## src/rtl/ptw_pkg.sv

```systemverilog
// Shared constants and types of the page table walker.
// Assumes the entry layout: valid at bit 0, user at bit 1, PPN from bit 10.
package ptw_pkg;
    localparam int PTE_V_BIT   = 0;
    localparam int PTE_U_BIT   = 1;
    localparam int PTE_PPN_LSB = 10;
    localparam int META_W      = 8;
    localparam int ENT_SHIFT   = 3;  // 8-byte entries

    localparam logic [1:0] CAUSE_INVALID = 2'b01;
    localparam logic [1:0] CAUSE_PROT    = 2'b10;

    typedef enum logic {
        ST_IDLE = 1'b0,
        ST_WALK = 1'b1
    } walk_state_t;
endpackage

```

## src/rtl/ptw_index_sel.sv

```systemverilog
// Picks the index field for a level and forms the entry's physical address.
// Assumes level is 1..3; level 1 takes the most significant field.
module ptw_index_sel #(
    parameter int K     = 12,
    parameter int IDX_W = 9,
    parameter int PA_W  = 40,
    localparam int VA_W  = K + 3 * IDX_W,
    localparam int PPN_W = PA_W - K
) (
    input  logic [VA_W-1:0]  vaddr,
    input  logic [1:0]       level,
    input  logic [PPN_W-1:0] base_ppn,
    output logic [PA_W-1:0]  entry_addr
);
    import ptw_pkg::*;

    logic [IDX_W-1:0] field [3];
    logic [IDX_W-1:0] idx;

    // Slice the three index fields out of the virtual page number.
    for (genvar g = 0; g < 3; g++) begin : g_field
        assign field[g] = vaddr[K + (2 - g) * IDX_W +: IDX_W];
    end

    // Select the field for the current level and add its scaled offset to the table base.
    always_comb begin
        case (level)
            2'd1:    idx = field[0];
            2'd2:    idx = field[1];
            default: idx = field[2];
        endcase
        entry_addr = {base_ppn, {K{1'b0}}}
                   + ({{(PA_W - IDX_W){1'b0}}, idx} << ENT_SHIFT);
    end
endmodule

```

## src/rtl/ptw_pte_check.sv

```systemverilog
// Decodes one entry: next PPN, flag byte, and whether the walk may go on.
// Assumes the user flag matters only at the leaf level.
module ptw_pte_check #(
    parameter int PTE_W = 64,
    parameter int PPN_W = 28
) (
    input  logic [PTE_W-1:0]       pte,
    input  logic                   is_leaf,
    input  logic                   user_req,
    output logic [PPN_W-1:0]       next_ppn,
    output logic [ptw_pkg::META_W-1:0] meta,
    output logic                   ok,
    output logic [1:0]             cause
);
    import ptw_pkg::*;

    // Classify the entry as usable, not valid, or refused for privilege.
    always_comb begin
        next_ppn = pte[PTE_PPN_LSB +: PPN_W];
        meta     = pte[META_W-1:0];
        ok       = 1'b0;
        cause    = 2'b00;
        if (!pte[PTE_V_BIT]) begin
            cause = CAUSE_INVALID;
        end else if (is_leaf && user_req && !pte[PTE_U_BIT]) begin
            cause = CAUSE_PROT;
        end else begin
            ok = 1'b1;
        end
    end
endmodule

```

## src/rtl/ptw_walker.sv

```systemverilog
// Three-level page table walker: one walk at a time, one entry read per level.
// Assumes memory holds mem_rsp_valid low unless answering the pending read.
module ptw_walker #(
    parameter int K     = 12,
    parameter int IDX_W = 9,
    parameter int PA_W  = 40,
    parameter int PTE_W = 64,
    localparam int VA_W  = K + 3 * IDX_W,
    localparam int PPN_W = PA_W - K
) (
    input  logic             clk,
    input  logic             rst_n,
    input  logic             req_valid,
    input  logic [VA_W-1:0]  req_vaddr,
    input  logic             req_user,
    input  logic [PA_W-1:0]  ptbr,
    output logic             busy,
    output logic             mem_req,
    output logic [PA_W-1:0]  mem_addr,
    input  logic             mem_rsp_valid,
    input  logic [PTE_W-1:0] mem_rsp_data,
    output logic             done,
    output logic [PA_W-1:0]  pa,
    output logic [7:0]       meta,
    output logic             fault,
    output logic [1:0]       fault_cause,
    output logic [1:0]       fault_level
);
    import ptw_pkg::*;

    walk_state_t       state;
    logic [1:0]        level;
    logic [VA_W-1:0]   va_q;
    logic              user_q;

    logic [VA_W-1:0]   sel_va;
    logic [1:0]        sel_level;
    logic [PPN_W-1:0]  sel_base;
    logic [PA_W-1:0]   sel_addr;

    logic [PPN_W-1:0]  chk_ppn;
    logic [META_W-1:0] chk_meta;
    logic              chk_ok;
    logic [1:0]        chk_cause;

    // Route either the new request or the entry just returned into the address former.
    always_comb begin
        if (state == ST_IDLE) begin
            sel_va    = req_vaddr;
            sel_level = 2'd1;
            sel_base  = ptbr[PA_W-1:K];
        end else begin
            sel_va    = va_q;
            sel_level = level + 2'd1;
            sel_base  = chk_ppn;
        end
    end

    ptw_index_sel #(.K(K), .IDX_W(IDX_W), .PA_W(PA_W)) u_index (
        .vaddr      (sel_va),
        .level      (sel_level),
        .base_ppn   (sel_base),
        .entry_addr (sel_addr)
    );

    ptw_pte_check #(.PTE_W(PTE_W), .PPN_W(PPN_W)) u_check (
        .pte      (mem_rsp_data),
        .is_leaf  (level == 2'd3),
        .user_req (user_q),
        .next_ppn (chk_ppn),
        .meta     (chk_meta),
        .ok       (chk_ok),
        .cause    (chk_cause)
    );

    assign busy = (state == ST_WALK);

    // Walk sequencing: accept, read each level, then pulse done or fault.
    always_ff @(posedge clk) begin
        if (!rst_n) begin
            state       <= ST_IDLE;
            level       <= 2'd0;
            va_q        <= '0;
            user_q      <= 1'b0;
            mem_req     <= 1'b0;
            mem_addr    <= '0;
            done        <= 1'b0;
            fault       <= 1'b0;
            fault_cause <= 2'b00;
            fault_level <= 2'd0;
            pa          <= '0;
            meta        <= '0;
        end else begin
            done  <= 1'b0;
            fault <= 1'b0;
            case (state)
                ST_IDLE: begin
                    if (req_valid) begin
                        state    <= ST_WALK;
                        level    <= 2'd1;
                        va_q     <= req_vaddr;
                        user_q   <= req_user;
                        mem_req  <= 1'b1;
                        mem_addr <= sel_addr;
                    end
                end
                default: begin
                    if (mem_rsp_valid) begin
                        if (!chk_ok) begin
                            state       <= ST_IDLE;
                            mem_req     <= 1'b0;
                            fault       <= 1'b1;
                            fault_cause <= chk_cause;
                            fault_level <= level;
                        end else if (level == 2'd3) begin
                            state   <= ST_IDLE;
                            mem_req <= 1'b0;
                            done    <= 1'b1;
                            pa      <= {chk_ppn, va_q[K-1:0]};
                            meta    <= chk_meta;
                        end else begin
                            level    <= level + 2'd1;
                            mem_addr <= sel_addr;
                        end
                    end
                end
            endcase
        end
    end
endmodule

```

## config.mk

```make
export PLATFORM = sky130hd
export DESIGN_NAME = ptw_walker
export DESIGN_NICKNAME = d
export VERILOG_FILES = /design/src/rtl/ptw_pkg.sv /design/src/rtl/ptw_index_sel.sv /design/src/rtl/ptw_pte_check.sv /design/src/rtl/ptw_walker.sv
export SDC_FILE = /design/constraint.sdc
export NUM_CORES = 1
export LEC_CHECK = 0
export BUFFER_PORTS_ARGS = -buffer_cell sky130_fd_sc_hd__buf_2
export CAP_MARGIN = 10
export CORE_ASPECT_RATIO = 1.25
export CORE_MARGIN = 2
export CORE_UTILIZATION = 52
export DETAILED_ROUTE_END_ITERATION = 8
export GPL_TIMING_DRIVEN = 0
export MAX_ROUTING_LAYER = met4
export PLACE_DENSITY_LB_ADDON = 0.2
export SLEW_MARGIN = 20
export SYNTH_ARGS = -nofsm -noshare
export SYNTH_HDL_FRONTEND = slang
export SYNTH_SLANG_ARGS = --single-unit
```

## constraint.sdc

```tcl
create_clock -name clk -period 3.8 [get_ports clk]
set_clock_uncertainty 0.05 [all_clocks]
set_input_delay 0.19 -clock clk [delete_from_list [all_inputs] [get_ports clk]]
set_output_delay 0.19 -clock clk [all_outputs]
set_load 0.01 [all_outputs]
```

==> results.py <==
metrics = {
    "floorplanning": {
        "die_width_um": 101,
        "boundaryPins": 244,
        "fp-row-count": 44,
        "core_um2": 11500,
        "die_area_um2": 12600,
        "die_h_um": 125,
        "start_util_pct": 52.8,
    },
    "synthesis": {
        "synth_top_family_by_area": "compound AO/OA/AOI/OAI gates",
        "synth_adder_area_share_pct": 0.617,
        "yosys.area_share.xor_xnor_pct": 0,
        "post-synth-top-area-cell": "dfxtp_1",
        "ys_types": 34,
        "synth_compound_area_share_pct": 26.0,
        "yosys.area_share.simple_pct": 12.5,
        "synth-async-reset-ratio_pct": 0,
        "synth_area_um2": 6080,
        "yosysMostFrequentCell": "dfxtp_1",
        "avgSynthCellArea_um2": 9.16,
        "synth_common_cells": "135 x dfxtp_1, 89 x nand2_1, 78 x a21boi_0, 77 x o21ai_0, 48 x nand3_1",
        "synth_top_area_share_pct": 44.5,
        "yosysSeqAreaShare_pct": 44.5,
        "synth_seq_cells": 135,
        "synthMuxAreaShare_pct": 9.94,
        "synth_top_flop_cell": "dfxtp_1",
        "ys_top_cells_by_area": "dfxtp_1 44%, a21boi_0 9.6%, o21ai_0 6.3%",
        "synth_edf_count": 0,
        "synthCells": 664,
        "yosysWarnings": 0,
    },
    "routing": {
        "first_pass_iters": 5,
        "final_antenna_net_count": 0,
        "via_per_inst": 5.68,
        "wirelength_um": 18800,
        "dr.max_layer_used": "met4",
        "vias": 6140,
        "drt-met1-wl_um": 7410,
        "drc": 0,
        "wire_per_inst_um": 17.4,
        "drt_iter0_drc": 240,
        "dr_wl_met3_um": 1290,
        "wl_met2_um": 9460,
    },
    "status": {
        "outcome": "complete, but fails checks",
        "violations": "negative hold slack",
    },
    "clock_tree": {
        "clock_latency_ns": 0.42,
        "clk_pin_slew_ns": 0.06,
        "h-tree-depth": 4,
        "cts_buffer_depth": 2,
        "cts_sinks": 135,
        "cts-resized-gates": 0,
        "cts-hold-fix-buffers": 49,
        "numCtsBuffers": 17,
        "cts_setup_buffers": 0,
        "cts_root_buf": "clkbuf_16",
        "tritoncts": "built",
    },
    "setup_path": {
        "cp-start-kind": "flop",
        "worstSetupPathType": "reg -> reg",
        "endpoint_kind": "flop",
        "critPathMaxFanout": 10,
        "worstPathArrival_ns": 2.52,
        "worstPathRequired_ns": 4.04,
    },
    "layout": {
        "final_area_um2": 8250,
        "layout-drive-gt1-share_pct": 30.3,
        "antenna_cells": 0,
        "fill_cells": 897,
        "final_util_pct": 71.7,
        "nets": 1085,
        "syn2layout_area_growth_pct": 35.6,
    },
    "timing": {
        "max_freq_mhz": 440,
        "setup_slack_ns": 1.53,
        "fin_setup_tns_ns": 0,
        "timing.hold.ws_ns": -0.0119,
        "maxSlewViolCount": 0,
        "min_period_over_period_pct": 59.8,
        "tightestPinTransition_ns": 0.627,
        "relSlewSlack_pct": 58.2,
        "rsz0062_at_grt": "no",
        "setup_viol": 0,
        "layout_min_cycle_time_ns": 2.27,
        "finalHoldViolations": 4,
    },
    "run": {
        "drv_cap": 0,
    },
    "place": {
        "port_buffers": 200,
        "placed_area_um2": 7260,
        "pre_cts_ws_ns": 1.53,
        "gp_congestion": 0.889,
        "dp_hpwl_um": 13500,
    },
    "global_route": {
        "grt_max_degree": 17,
        "antenna_found_initial": 0,
        "overflow": 0,
        "grt_usage_pct": 30.7,
        "first_global_vias": 6148,
        "grt_pass1_wl_um": 29600,
    },
    "worst_hold_path": {
        "hold_path_class": "in -> reg",
    },
    "power": {
        "p_leak_uw": 0.00377,
        "vdd_ir_drop_max_mv": 0.293,
        "p_per_area_nw_per_um2": 416,
    },
}
-- final timing paths --
| check | end | depth (start not counted) | slack [ns] | from |
|---|---|---|---|---|
| setup / recovery | mem_addr[10]$_SDFFE_PN0P_ | 9 | 1.53 | busy$_SDFF_PN0_ |
| hold / removal | va_q[12]$_SDFFE_PN0P_ | 3 | -0.01 | req_vaddr[12] |
| hold reg to reg | fault_level[0]$_SDFFE_PN0P_ | 2 | 0.41 | fault_level[0]$_SDFFE_PN0P_ |
| setup reg to reg | mem_addr[10]$_SDFFE_PN0P_ | 9 | 1.53 | busy$_SDFF_PN0_ |
-- layout by cell type (no fill, tap or decap), types with 9 or more instances in the layout --
cell type,count
buf_4,12
a21boi_0,78
nand3_1,48
clkbuf_1,39
mux2_2,27
o21ai_0,77
buf_2,215
o211a_1,30
clkbuf_16,17
a21boi_1,11
nand4_1,10
dlygate4sd3_1,49
a22oi_1,9
o211ai_1,18
dfxtp_1,135
nand2_1,89
mux2i_1,30
-- metrics by stage --
step	cells	power [µW]	hold WS, ns
6_report	1081	3430	-0.0119
5_1_grt	1081	3540	0.00409
4_1_cts	1081	3420	0.000555
3_5_place_dp	1004	1990	0.403
3_3_place_gp	1004	1980	0.391
2_1_floorplan	666	1800	0.275
-- final cells by class --
type / count / area (µm²) / share of cell area [%]
buffer: 72 / 379 / 4.60
timing repair buffer: 249 / 1490 / 18.1
sequential: 135 / 2700 / 32.8
tap: 138 / 173 / 2.09
clock buffer: 23 / 468 / 5.67
clock inverter: 5 / 27.5 / 0.334
multi-input combinational: 456 / 2990 / 36.3
inverter: 3 / 11.3 / 0.137
-- critical path: stages (launching register included) --
cell      delay, ns
dfxtp_1        0.39
buf_6          0.17
buf_4          0.23
buf_4          0.24
and2_1         0.17
ha_1           0.24
and2_1         0.14
buf_1          0.19
o211ai_1       0.19
o211ai_1       0.13
-- layer usage --
metal | track usage [%] | up-vias
met3 | 6.90 | 66
met4 | 12.9 | 0
met5 | - | -
li1 | - | 2901
met1 | 33.6 | 2910
met2 | 52.7 | 263
-- cell families after synthesis --
family / Yosys count
multiplexers: 57
adder cells (fa/ha/maj): 3
buffers and inverters: 75
AO/OA/AOI/OAI: 227
other: 1
AND/OR/NAND/NOR: 166
flip-flops: 135
-- flip-flops by register name, summed over array words and instances, names as in the netlist --
register	count
user_q	1
meta	8
mem_req	1
busy	1
fault_level	2
level	2
mem_addr	37
va_q	39
fault	1
done	1
fault_cause	2
pa	40
-- power breakdown --
part | switching (µW) | internal [µW]
logic | 252 | 236
registers | 39.0 | 1480
clock network | 571 | 846
total | 862 | 2570
Note: power is estimated with default switching activity, not from simulation.
